### config.mk
export PLATFORM = sky130hd
export DESIGN_NAME = cordic_iter_sincos
export DESIGN_NICKNAME = d
export VERILOG_FILES = /design/src/rtl/cordic_iter_pkg.sv /design/src/rtl/cordic_ashr.sv /design/src/rtl/cordic_rot_step.sv /design/src/rtl/cordic_iter_ctrl.sv /design/src/rtl/cordic_iter_sincos.sv
export SDC_FILE = /design/constraint.sdc
export NUM_CORES = 1
export LEC_CHECK = 0
export ABC_AREA = 0
export BUFFER_PORTS_ARGS = -buffer_cell sky130_fd_sc_hd__buf_2
export CORE_AREA = 3 3 176 220
export CTS_CLUSTER_SIZE = 28
export DETAILED_ROUTE_END_ITERATION = 12
export DIE_AREA = 0 0 179 223
export HOLD_SLACK_MARGIN = 0.12
export PLACE_DENSITY = 0.54
export SLEW_MARGIN = 20
export SYNTH_ARGS = -nofsm -noshare
export SYNTH_HDL_FRONTEND = slang
export SYNTH_SLANG_ARGS = --single-unit
### constraint.sdc
create_clock -name clk -period 12 [get_ports clk]
set_input_delay 0.6 -clock clk [delete_from_list [all_inputs] [get_ports clk]]
set_output_delay 0.6 -clock clk [all_outputs]
set_load 0.03 [all_outputs]
### src/rtl/cordic_iter_pkg.sv
package cordic_iter_pkg;

   typedef enum logic [1:0] {
      QUAD_I   = 2'd0,
      QUAD_II  = 2'd1,
      QUAD_III = 2'd2,
      QUAD_IV  = 2'd3
   } quad_e;

   // arctan(2^-k) in phase units (full turn = 2^16)
   function automatic logic [15:0] atan_lut(input logic [3:0] k);
      logic [15:0] a;
      case (k)
         4'd0:    a = 16'h2000;
         4'd1:    a = 16'h12E4;
         4'd2:    a = 16'h09FB;
         4'd3:    a = 16'h0511;
         4'd4:    a = 16'h028B;
         4'd5:    a = 16'h0145;
         4'd6:    a = 16'h00A3;
         4'd7:    a = 16'h0051;
         4'd8:    a = 16'h0028;
         4'd9:    a = 16'h0014;
         4'd10:   a = 16'h000A;
         4'd11:   a = 16'h0005;
         4'd12:   a = 16'h0003;
         4'd13:   a = 16'h0002;
         4'd14:   a = 16'h0001;
         default: a = 16'h0000;
      endcase
      return a;
   endfunction

endpackage

### src/rtl/cordic_ashr.sv
// Logarithmic barrel shifter, arithmetic right shift.
module cordic_ashr #(
   parameter int DW = 17,
   parameter int SW = 4
) (
   input  logic signed [DW-1:0] din,
   input  logic        [SW-1:0] amt,
   output logic signed [DW-1:0] dout
);
   logic signed [DW-1:0] lvl [0:SW];

   assign lvl[0] = din;

   for (genvar k = 0; k < SW; k++) begin : g_stage
      assign lvl[k+1] = amt[k] ? (lvl[k] >>> (1 << k)) : lvl[k];
   end

   assign dout = lvl[SW];
endmodule

### src/rtl/cordic_rot_step.sv
// One CORDIC micro-rotation, direction chosen from the sign of z.
module cordic_rot_step
   import cordic_iter_pkg::*;
#(
   parameter int DW = 17,
   parameter int SW = 4
) (
   input  logic signed [DW-1:0] x_in,
   input  logic signed [DW-1:0] y_in,
   input  logic signed [DW-1:0] z_in,
   input  logic        [SW-1:0] idx,
   output logic signed [DW-1:0] x_out,
   output logic signed [DW-1:0] y_out,
   output logic signed [DW-1:0] z_out
);
   localparam int AW = 16;

   logic signed [DW-1:0] x_sh, y_sh, ang;
   logic                 cw;

   cordic_ashr #(.DW(DW), .SW(SW)) u_shx (.din(x_in), .amt(idx), .dout(x_sh));
   cordic_ashr #(.DW(DW), .SW(SW)) u_shy (.din(y_in), .amt(idx), .dout(y_sh));

   assign ang = signed'({{(DW-AW){1'b0}}, atan_lut(4'(idx))});
   assign cw  = z_in[DW-1];

   always_comb begin
      if (cw) begin
         x_out = x_in + y_sh;
         y_out = y_in - x_sh;
         z_out = z_in + ang;
      end else begin
         x_out = x_in - y_sh;
         y_out = y_in + x_sh;
         z_out = z_in - ang;
      end
   end
endmodule

### src/rtl/cordic_iter_ctrl.sv
// Start/iterate/finish sequencer with an iteration counter.
module cordic_iter_ctrl #(
   parameter int ITERS = 16,
   parameter int SW    = 4
) (
   input  logic          clk,
   input  logic          rst_n,
   input  logic          start,
   output logic          load,
   output logic          run,
   output logic          fin,
   output logic [SW-1:0] idx
);
   localparam logic [SW-1:0] LAST = SW'(ITERS - 1);

   assign load = start && !run && !fin;

   always_ff @(posedge clk) begin
      if (!rst_n) begin
         run <= 1'b0;
         fin <= 1'b0;
         idx <= '0;
      end else begin
         fin <= 1'b0;
         if (load) begin
            run <= 1'b1;
            idx <= '0;
         end else if (run) begin
            idx <= idx + 1'b1;
            if (idx == LAST) begin
               run <= 1'b0;
               fin <= 1'b1;
            end
         end
      end
   end

   // counter steps once per busy cycle regardless of start
   assert_count_advance_R4: assert property (@(posedge clk) disable iff (!rst_n)
      (run && idx != LAST) |=> (run && idx == $past(idx) + 1'b1));

   // last iteration hands over to the finish cycle
   assert_fin_after_last_R3: assert property (@(posedge clk) disable iff (!rst_n)
      (run && idx == LAST) |=> (fin && !run));

   assert_fin_single_R3: assert property (@(posedge clk) disable iff (!rst_n)
      fin |=> !fin);

   assert_load_from_idle_R2: assert property (@(posedge clk) disable iff (!rst_n)
      load |=> (run && idx == '0));
endmodule

### src/rtl/cordic_iter_sincos.sv
module cordic_iter_sincos
   import cordic_iter_pkg::*;
#(
   parameter int          PHASE_W = 16,
   parameter int          DW      = 17,
   parameter int          ITERS   = 16,
   parameter logic [15:0] GAIN    = 16'h9B74
) (
   input  logic                 clk,
   input  logic                 rst_n,
   input  logic                 start_i,
   input  logic [PHASE_W-1:0]   phase_i,
   output logic                 busy_o,
   output logic                 done_o,
   output logic signed [DW-1:0] sin_o,
   output logic signed [DW-1:0] cos_o,
   output logic signed [DW-1:0] eps_o
);
   localparam int SW = 4;
   localparam int FW = PHASE_W - 2;

   if (PHASE_W != 16) begin : g_bad_phase
      $error("cordic_iter_sincos: angle table assumes a 16-bit phase");
   end
   if (DW < PHASE_W + 1) begin : g_bad_dw
      $error("cordic_iter_sincos: datapath needs a sign bit above the phase");
   end
   if (ITERS < 1 || ITERS > (1 << SW)) begin : g_bad_iters
      $error("cordic_iter_sincos: iteration count out of range");
   end

   logic          load, run, fin;
   logic [SW-1:0] idx;
   quad_e         quad_q;

   logic signed [DW-1:0] x_q, y_q, z_q;
   logic signed [DW-1:0] x_n, y_n, z_n;

   cordic_iter_ctrl #(.ITERS(ITERS), .SW(SW)) u_ctrl (
      .clk(clk), .rst_n(rst_n), .start(start_i),
      .load(load), .run(run), .fin(fin), .idx(idx)
   );

   cordic_rot_step #(.DW(DW), .SW(SW)) u_step (
      .x_in(x_q), .y_in(y_q), .z_in(z_q), .idx(idx),
      .x_out(x_n), .y_out(y_n), .z_out(z_n)
   );

   // vector registers: folded load, then one micro-rotation per busy cycle
   always_ff @(posedge clk) begin
      if (!rst_n) begin
         x_q    <= '0;
         y_q    <= '0;
         z_q    <= '0;
         quad_q <= QUAD_I;
      end else if (load) begin
         x_q    <= signed'({{(DW-16){1'b0}}, GAIN});
         y_q    <= '0;
         z_q    <= signed'({{(DW-FW){1'b0}}, phase_i[FW-1:0]});
         quad_q <= quad_e'(phase_i[PHASE_W-1 -: 2]);
      end else if (run) begin
         x_q <= x_n;
         y_q <= y_n;
         z_q <= z_n;
      end
   end

   // quadrant unfold into the output registers
   always_ff @(posedge clk) begin
      if (!rst_n) begin
         sin_o  <= '0;
         cos_o  <= '0;
         eps_o  <= '0;
         done_o <= 1'b0;
      end else begin
         done_o <= fin;
         if (fin) begin
            eps_o <= z_q;
            case (quad_q)
               QUAD_I:   begin cos_o <= x_q;  sin_o <= y_q;  end
               QUAD_II:  begin cos_o <= -y_q; sin_o <= x_q;  end
               QUAD_III: begin cos_o <= -x_q; sin_o <= -y_q; end
               default:  begin cos_o <= y_q;  sin_o <= -x_q; end
            endcase
         end
      end
   end

   assign busy_o = run | fin;

   assert_done_pulse_R3: assert property (@(posedge clk) disable iff (!rst_n)
      done_o |=> !done_o);

   assert_done_after_busy_R2: assert property (@(posedge clk) disable iff (!rst_n)
      $fell(busy_o) |-> done_o);

   assert_idle_at_done_R2: assert property (@(posedge clk) disable iff (!rst_n)
      done_o |-> !busy_o);

   assert_hold_outputs_R8: assert property (@(posedge clk) disable iff (!rst_n)
      !done_o |-> ($stable(sin_o) && $stable(cos_o) && $stable(eps_o)));

   assert_reset_clears_R1: assert property (@(posedge clk)
      !rst_n |=> (!done_o && !busy_o && sin_o == '0 && cos_o == '0));
endmodule

==> metrics.txt, run 1 <==
# TYPE chip_impl_metric gauge
chip_impl_metric{name="worst_setup_hold_path_clk_slew",unit="ns"} 0.06
chip_impl_metric{name="detail_route.vias_per_cell",unit=""} 5.36
chip_impl_metric{name="fillCellCount",unit=""} 3824
chip_impl_metric{name="clock_power_share",unit="%"} 26.2
chip_impl_metric{name="net_switching_share_of_the_total_power",unit="%"} 40.7
chip_impl_info{name="setup.worst_path.class",value="reg -> reg"} 1
chip_impl_metric{name="synth-seq-cells",unit=""} 125
chip_impl_metric{name="final_setup_violation_count",unit=""} 0
chip_impl_metric{name="finalCoreUtilization",unit="%"} 33.5
chip_impl_metric{name="yosysWarnings",unit=""} 0
chip_impl_metric{name="pin_count",unit=""} 72
chip_impl_metric{name="synth-seq-area-share",unit="%"} 22.8
chip_impl_info{name="top_signal_layer_used",value="met4"} 1
chip_impl_metric{name="synth-async-reset-ratio",unit="%"} 0
chip_impl_metric{name="final_net_count",unit=""} 1409
chip_impl_metric{name="detailed_place.area",unit="sq um"} 11600
chip_impl_metric{name="multi_input_area",unit="sq um"} 7940
chip_impl_info{name="worstSetupStartpointType",value="register"} 1
chip_impl_metric{name="syn-cell-area",unit="sq um"} 11000
chip_impl_metric{name="numClockSinks",unit=""} 125
chip_impl_metric{name="synth_edf_count",unit=""} 0
chip_impl_metric{name="post-dp-hpwl",unit="mm"} 22.5
chip_impl_metric{name="wirelength_met1",unit="mm"} 14.0
chip_impl_metric{name="remaining_global_route_overflow",unit=""} 0
chip_impl_metric{name="grt_max_degree",unit=""} 90
chip_impl_info{name="status",value="complete, no violations"} 1
chip_impl_metric{name="cp_data_arrival_time",unit="ns"} 5.41
chip_impl_metric{name="vias",unit=""} 9758
chip_impl_metric{name="initial_core_util",unit="%"} 30.0
chip_impl_metric{name="power.sequential.fraction",unit="%"} 26.5
chip_impl_metric{name="power.combinational.fraction",unit="%"} 47.3
chip_impl_metric{name="cts_setup_buffers",unit=""} 0
chip_impl_metric{name="clock_path_buffers",unit=""} 2
chip_impl_metric{name="insertedDiodeCount",unit=""} 0
chip_impl_metric{name="post_cts_resized",unit=""} 0
chip_impl_metric{name="period_minus_slack",unit="ns"} 5.06
chip_impl_metric{name="worst_slack_on_hold_paths",unit="ns"} 0.442
chip_impl_metric{name="p_sw",unit="uW"} 830
chip_impl_info{name="ys.flop_type",value="dfxtp_1"} 1
chip_impl_metric{name="crit_required",unit="ns"} 12.35
chip_impl_metric{name="worst_skew_pair.late_latency",unit="ns"} 0.43
chip_impl_metric{name="power_density",unit="nW/um^2"} 167
chip_impl_metric{name="place.port_buffers",unit=""} 71
chip_impl_metric{name="final_design_area_no_fill",unit="sq um"} 12200
chip_impl_metric{name="post_synth_inst_count",unit=""} 1325
chip_impl_metric{name="fin_tns_setup",unit="ns"} 0
chip_impl_metric{name="globalplace.congestion",unit=""} 0.880
chip_impl_metric{name="cts-hold-fix-buffers",unit=""} 0
chip_impl_info{name="grt_setup_unrepaired",value="no"} 1
chip_impl_metric{name="totalWireLength",unit="mm"} 31.7
chip_impl_metric{name="area_delta_synth_final",unit="%"} 11.5
chip_impl_metric{name="max_frequency",unit="MHz"} 198
chip_impl_metric{name="maxCapViolCount",unit=""} 0
chip_impl_metric{name="worst_clock_skew",unit="ns"} 0.0146
chip_impl_metric{name="grt_antenna_before_repair",unit=""} 0
chip_impl_metric{name="synth_fp_nets",unit=""} 1408
chip_impl_metric{name="h-tree-depth",unit=""} 4
chip_impl_metric{name="drive_gt1_share",unit="%"} 14.1
chip_impl_metric{name="static-leakage-power",unit="nW"} 4.79
chip_impl_metric{name="met2_wirelength",unit="mm"} 15.2
chip_impl_metric{name="grt_util_all_layers",unit="%"} 15.8
chip_impl_metric{name="drtAntennaViolNets",unit=""} 0
chip_impl_metric{name="number_of_pins_exceeding_their_max_slew_limit_in_the_final_report",unit=""} 0
chip_impl_metric{name="cellInternalPower",unit="mW"} 1.21
chip_impl_metric{name="report.power.total",unit="mW"} 2.04
chip_impl_metric{name="final_period_util",unit="%"} 42.2
chip_impl_metric{name="critical_path_fanout_max",unit=""} 39
chip_impl_metric{name="grt_first_pass_wirelength",unit="mm"} 50.5
chip_impl_metric{name="core_area",unit="sq um"} 36600
chip_impl_metric{name="hold_viol",unit=""} 0
chip_impl_metric{name="area.sequential",unit="sq um"} 2510
chip_impl_metric{name="max_slew_margin",unit="%"} 32.8
chip_impl_metric{name="postSynthAreaPerCell",unit="sq um"} 8.29
chip_impl_metric{name="dr_wl_met3",unit="mm"} 1.61
chip_impl_metric{name="die_w",unit="um"} 179
chip_impl_metric{name="number_of_buffers_created_by_cts",unit=""} 17
chip_impl_metric{name="core.rowCount",unit=""} 78
chip_impl_metric{name="worstMarginPinSlew",unit="ns"} 1.01
chip_impl_metric{name="firstDrtPassIters",unit=""} 5
chip_impl_metric{name="wl_per_cell",unit="um"} 17.4
chip_impl_metric{name="drc_markers",unit=""} 0
chip_impl_info{name="worst_hold_path_type",value="in -> reg"} 1
chip_impl_metric{name="die_height",unit="um"} 223
chip_impl_info{name="cp-end-kind",value="register"} 1
chip_impl_metric{name="netlist-cell-type-count",unit=""} 75
chip_impl_metric{name="vias_in_the_first_global_route",unit=""} 9388
chip_impl_info{name="ctsRootBufferMaster",value="clkbuf_16"} 1
chip_impl_metric{name="fp.dieArea",unit="sq um"} 39900
chip_impl_metric{name="drt_iter0_markers",unit=""} 662
chip_impl_info{name="tritoncts",value="done"} 1
chip_impl_metric{name="vdd_ir_drop_max",unit="mV"} 0.0956
worst max-delay path, cell delays in order (launching register included):
cell	delay (ns)
dfxtp_1	0.34
buf_4	0.44
mux4_2	0.65
o211a_1	0.24
a221oi_2	0.28
and2_1	0.20
o21ai_1	0.12
nor2b_1	0.27
a31oi_1	0.14
xnor2_1	0.22
ha_1	0.29
a21oi_1	0.20
nor2_1	0.06
a211oi_1	0.26
a21boi_0	0.17
o31ai_1	0.32
o2bb2ai_1	0.19
a211oi_1	0.08
or3_1	0.37
a21oi_1	0.12
routing by layer:
metal	vias up	track usage [%]
met3	51	3.20
met2	279	26.9
met4	0	5.58
li1	4786	-
met1	4642	19.6
met5	-	0
power groups by stage:
stage          sequential (mW)  combinational (mW)  clock [mW]
5_1_grt                  0.545                1.08       0.566
6_report                 0.540               0.965       0.534
2_1_floorplan            0.472               0.828           0
3_3_place_gp             0.546               0.952           0
3_5_place_dp             0.547               0.957           0
4_1_cts                  0.538               0.964       0.545
cell usage after synthesis, types with 8 or more instances:
master / n / area [sq um]
dfxtp_1: 125 / 2500
nor2_1: 119 / 447
nand2_1: 107 / 402
mux2i_1: 95 / 951
a21oi_1: 93 / 465
clkbuf_1: 70 / 263
xnor2_1: 70 / 613
ha_1: 61 / 763
nor2b_1: 59 / 369
o21ai_0: 49 / 245
mux4_2: 39 / 878
xor2_1: 39 / 342
inv_1: 33 / 124
nand3_1: 27 / 135
nor3_1: 24 / 120
o21a_1: 21 / 158
or3_1: 19 / 119
a21boi_0: 17 / 128
mux2_2: 17 / 191
a31oi_1: 16 / 100
buf_1: 16 / 60.1
nand2b_1: 16 / 100
a211oi_1: 13 / 97.6
o211ai_1: 13 / 97.6
a22oi_1: 11 / 82.6
and2_1: 11 / 68.8
buf_2: 11 / 55.1
a21o_1: 9 / 67.6
o21bai_1: 9 / 67.6
and3_1: 8 / 50.1
registers in the layout, indices dropped and copies added (netlist names), 4 cells and up:
name and flops:
cos_o 17, eps_o 17, sin_o 17, x_q 17, y_q 17, z_q 17, u_step.ang 14, u_ctrl.idx 4
cells in the final DEF, fill, tap and decap left out, types with 49 or more instances in the layout:
cell	netlist	final
o21ai_0	49	49
mux2i_1	95	95
nor2_1	119	119
buf_2	11	71
nor2b_1	59	59
ha_1	61	61
nand2_1	107	107
xnor2_1	70	70
a21oi_1	93	93
dfxtp_1	125	121
area by class of cell:
type,count,area share [%]
clock buffers,18,3.68
clock inverters,14,1.29
inverters,35,1.07
multi-input cells,1063,64.8
flip-flops and latches,125,20.5
well taps,480,4.90
repair buffers,84,3.70
metrics by stage:
step,setup WS (ns),std cells
floorplan,7.45,1325
global placement,6.86,1787
detailed placement,6.75,1787
CTS,6.73,1819
global route,6.48,1819
finish,6.94,1819
cells by family after synthesis:
logic type	share of synthesized area [%]
DFF	22.8
adders and majority gates	7.49
AOI/OAI and AO/OA	18.3
buffers and inverters	4.97
muxes	18.5
xor gates and xnor gates	8.69
and+or+nand+nor	19.3
path summary, 6_finish.rpt:
kind / start / end / slack (ns) / cells past startpoint
setup / recovery: u_ctrl.idx[0] / x_q[16] / 6.94 / 19
hold / removal: phase_i[2] / z_q[2] / 0.44 / 3
setup reg to reg: u_ctrl.idx[0] / x_q[16] / 6.94 / 19
hold reg to reg: cos_o[12] / cos_o[12] / 0.48 / 1
Note: power is estimated with default switching activity, not from simulation.
==> run 2, diff against run 1 <==
--- a/config.mk
+++ b/config.mk
@@ -5,12 +5,12 @@
 export SDC_FILE = /design/constraint.sdc
 export NUM_CORES = 1
 export LEC_CHECK = 0
-export ABC_AREA = 0
+export ABC_AREA = 1
 export BUFFER_PORTS_ARGS = -buffer_cell sky130_fd_sc_hd__buf_2
-export CORE_AREA = 3 3 176 220
+export CORE_AREA = 3 3 172 216
 export CTS_CLUSTER_SIZE = 28
 export DETAILED_ROUTE_END_ITERATION = 12
-export DIE_AREA = 0 0 179 223
+export DIE_AREA = 0 0 175 219
 export HOLD_SLACK_MARGIN = 0.12
 export PLACE_DENSITY = 0.54
 export SLEW_MARGIN = 20
==> constraint.sdc (replaced) <==
create_clock -name clk -period 5.15 [get_ports clk]
set_input_delay 0.2575 -clock clk [delete_from_list [all_inputs] [get_ports clk]]
set_output_delay 0.2575 -clock clk [all_outputs]
set_load 0.03 [all_outputs]
==> run 2 against run 1 <==
Sequential power rose by 110%. Combinational power rose by 89%. Maximum frequency rose by 16%. Non-clock buffer count rose by 14. Clock-buffer cell count did not move.
==> metrics.txt, run 2 <==
# TYPE chip_impl_metric gauge
chip_impl_metric{name="critical_path_fanout_max",unit=""} 37
chip_impl_info{name="synthTopCellsByCount",value="nand2_1, nand3_1, a21oi_1"} 1
chip_impl_metric{name="worst_skew_pair.late_latency",unit="ns"} 0.43
chip_impl_metric{name="vias_in_the_first_global_route",unit=""} 10700
chip_impl_metric{name="grt_util_all_layers",unit="%"} 18.5
chip_impl_metric{name="hold_viol",unit=""} 0
chip_impl_metric{name="maxCapViolCount",unit=""} 0
chip_impl_info{name="synth_top_area_cell",value="dfxtp_1"} 1
chip_impl_metric{name="drtAntennaViolNets",unit=""} 0
chip_impl_metric{name="wl_per_cell",unit="um"} 16.6
chip_impl_metric{name="insertedDiodeCount",unit=""} 0
chip_impl_metric{name="power_density",unit="nW/um^2"} 356
chip_impl_metric{name="final_setup_violation_count",unit=""} 0
chip_impl_metric{name="static-leakage-power",unit="nW"} 5.89
chip_impl_info{name="grt_setup_unrepaired",value="no"} 1
chip_impl_info{name="hold_path_end",value="z_q[2]"} 1
chip_impl_metric{name="initial_core_util",unit="%"} 29.7
chip_impl_metric{name="synth-seq-area-share",unit="%"} 23.9
chip_impl_metric{name="r2r_slack",unit="ns"} 0.78
chip_impl_metric{name="globalplace.congestion",unit=""} 0.917
chip_impl_metric{name="detail_route.vias_per_cell",unit=""} 5.15
chip_impl_info{name="cp-end-kind",value="register"} 1
chip_impl_metric{name="dpl_worst_slack",unit="ns"} 0.884
chip_impl_metric{name="remaining_global_route_overflow",unit=""} 0
chip_impl_info{name="status",value="complete, no violations"} 1
chip_impl_metric{name="postSynthAreaPerCell",unit="sq um"} 6.30
chip_impl_metric{name="drc_markers",unit=""} 0
chip_impl_metric{name="finalCoreUtilization",unit="%"} 33.7
chip_impl_metric{name="pin_count",unit=""} 72
chip_impl_metric{name="worstMarginPinSlew",unit="ns"} 0.996
chip_impl_info{name="ys.flop_type",value="dfxtp_1"} 1
chip_impl_info{name="endpoint_of_the_lowest_slack_register_to_register_path",value="x_q[16]"} 1
chip_impl_metric{name="yosysWarnings",unit=""} 0
chip_impl_metric{name="synthDominantCellAreaShare",unit="%"} 23.9
chip_impl_metric{name="syn-cell-area",unit="sq um"} 10500
chip_impl_metric{name="drive_gt1_share",unit="%"} 9.78
chip_impl_info{name="worst_hold_path_type",value="in -> reg"} 1
chip_impl_metric{name="clock_path_buffers",unit=""} 2
chip_impl_info{name="leading_cell_type_in_the_layout_fill_and_taps_excluded",value="nand2_1"} 1
chip_impl_metric{name="grt_first_pass_wirelength",unit="mm"} 56.5
chip_impl_metric{name="core.rowCount",unit=""} 77
chip_impl_metric{name="place.port_buffers",unit=""} 71
chip_impl_metric{name="grt_max_degree",unit=""} 58
chip_impl_metric{name="fin_tns_setup",unit="ns"} 0
chip_impl_info{name="worst_r2r_startpoint",value="u_ctrl.idx[3]"} 1
chip_impl_info{name="worstSetupStartpointType",value="register"} 1
chip_impl_metric{name="reg2reg_depth",unit=""} 21
chip_impl_metric{name="synth_edf_count",unit=""} 0
chip_impl_metric{name="core_area",unit="sq um"} 35300
chip_impl_metric{name="layout_setup_ws",unit="ns"} 0.782
chip_impl_metric{name="max_frequency",unit="MHz"} 229
chip_impl_info{name="min_from",value="phase_i[2]"} 1
chip_impl_metric{name="synth-seq-cells",unit=""} 125
chip_impl_metric{name="number_of_stages_on_the_worst_hold_path",unit=""} 5
chip_impl_metric{name="fp.dieArea",unit="sq um"} 38300
chip_impl_metric{name="worst_setup_hold_path_clk_slew",unit="ns"} 0.07
chip_impl_info{name="setup.worst_path.class",value="reg -> reg"} 1
chip_impl_metric{name="die_w",unit="um"} 175
chip_impl_metric{name="h-tree-depth",unit=""} 4
chip_impl_metric{name="vdd_ir_drop_max",unit="mV"} 0.215
chip_impl_metric{name="worst_clock_skew",unit="ns"} 0.0152
chip_impl_info{name="post-synth-top-count-cell",value="nand2_1"} 1
chip_impl_metric{name="post-dp-hpwl",unit="mm"} 27.6
chip_impl_metric{name="synth_fp_nets",unit=""} 1747
chip_impl_info{name="yosys-top-cells-area",value="dfxtp_1, nand2_1, nand3_1, a21oi_1, ha_1"} 1
chip_impl_metric{name="firstDrtPassIters",unit=""} 8
chip_impl_metric{name="area_delta_synth_final",unit="%"} 13.5
chip_impl_info{name="tritoncts",value="done"} 1
chip_impl_metric{name="crit_required",unit="ns"} 5.48
chip_impl_metric{name="grt_antenna_before_repair",unit=""} 0
chip_impl_metric{name="synth-async-reset-ratio",unit="%"} 0
chip_impl_metric{name="period_minus_slack",unit="ns"} 4.37
chip_impl_info{name="ctsRootBufferMaster",value="clkbuf_16"} 1
chip_impl_metric{name="max_slew_margin",unit="%"} 33.3
chip_impl_metric{name="drt_iter0_markers",unit=""} 791
chip_impl_metric{name="numClockSinks",unit=""} 125
chip_impl_metric{name="totalWireLength",unit="mm"} 36.1
chip_impl_metric{name="vias",unit=""} 11200
chip_impl_metric{name="number_of_pins_exceeding_their_max_slew_limit_in_the_final_report",unit=""} 0
chip_impl_metric{name="netlist-cell-type-count",unit=""} 49
chip_impl_metric{name="die_height",unit="um"} 219
chip_impl_metric{name="cp_data_arrival_time",unit="ns"} 4.70
chip_impl_info{name="final_cell_mix",value="nand2_1, nand3_1, a21oi_1"} 1
chip_impl_metric{name="final_net_count",unit=""} 1779
chip_impl_metric{name="final_period_util",unit="%"} 84.8
chip_impl_metric{name="number_of_buffers_created_by_cts",unit=""} 17
chip_impl_metric{name="post_synth_inst_count",unit=""} 1664
run 2: cell count changes after synthesis, moves of 18 or more:
cell,change
mux4_2,-39
o21ai_0,+79
nor2b_1,-59
o21a_1,-20
xor2_1,+24
clkbuf_1,-20
nand2_1,+286
nand3_1,+146
or3_1,-18
a21oi_1,+65
inv_1,+120
xnor2_1,-48
mux2i_1,-95
run 2: power by group:
| group | internal, mW | switching [mW] |
|---|---|---|
| Clock | 0.811 | 0.482 |
| Sequential | 1.02 | 0.104 |
| Combinational | 0.646 | 1.17 |
| Total | 2.48 | 1.76 |
run 2: through the flow:
step | area (sq um) | hold slack, ns | power [mW] | std cells
final | 11900 | 0.143 | 4.23 | 2182
after global routing | 11900 | 0.133 | 4.54 | 2182
after CTS | 11900 | 0.133 | 4.24 | 2182
after detailed placement | 11200 | 0.458 | 2.94 | 2144
after global placement | 11200 | 0.452 | 2.94 | 2144
after floorplan | 10500 | 0.396 | 2.48 | 1664
run 2: cell families (layout without fill, tap and decap cells):
family | count (synthesis) | count (layout) | share of synthesized area [%]
simple gates | 767 | 767 | 31.8
compound gates | 378 | 378 | 20.0
buf+inv | 245 | 289 | 9.38
flops | 125 | 125 | 23.9
xor+xnor | 85 | 85 | 7.10
fa+ha+maj | 64 | 64 | 7.85
run 2: timing repair:
item / CTS / global route
setup buffers: 0 / 0
gates resized for setup: 0 / 0
hold buffers: 7 / 0
endpoints found under the hold margin: 7 / 0
run 2: area by class of cell:
class	count	area [sq um]
Multi-Input combinational cell	1294	7010
Fill cell	3912	23400
Sequential cell	125	2500
Clock buffer	18	429
Tap cell	474	593
Timing Repair Buffer	98	576
Clock inverter	13	190
Inverter	160	601
run 2: critical path: stages (launching register included):
cell and delay (ns):
dfxtp_1 0.74, inv_2 0.46, o21ai_1 0.36, ha_1 0.23
nand3_1 0.10, nor2_2 0.11, nand2_1 0.11, o31ai_1 0.33
o21ai_1 0.14, xor2_1 0.16, ha_1 0.33, inv_1 0.13
nor2_1 0.06, nor2_1 0.09, nor2_1 0.05, a211oi_1 0.17
a21boi_0 0.29, nand3_1 0.15, nand3_1 0.11, nand2_1 0.05
inv_1 0.06, nor2_1 0.04
run 2: worst max path at each step:
| stage | from | endpoint | slack [ns] | cells past startpoint |
|---|---|---|---|---|
| final | u_ctrl.idx[3] | x_q[16] | 0.78 | 21 |
| after global routing | u_ctrl.idx[0] | x_q[14] | 0.29 | 28 |
| after CTS | u_ctrl.idx[3] | x_q[16] | 0.85 | 21 |
| after detailed placement | u_ctrl.idx[3] | x_q[16] | 0.88 | 21 |
| after global placement | u_ctrl.idx[3] | x_q[16] | 0.94 | 24 |
| after floorplan | u_ctrl.idx[0] | y_q[13] | 1.60 | 24 |
run 2: per-layer routing:
| metal | vias to the layer above | share of wire [%] | GRT usage (%) |
|---|---|---|---|
| li1 | 5647 | - | - |
| met3 | 67 | 4.6 | 2.80 |
| met4 | 0 | 3.9 | 7.34 |
| met1 | 5225 | 42 | 22.4 |
| met2 | 308 | 49 | 32.9 |
| met5 | - | 0 | 0 |
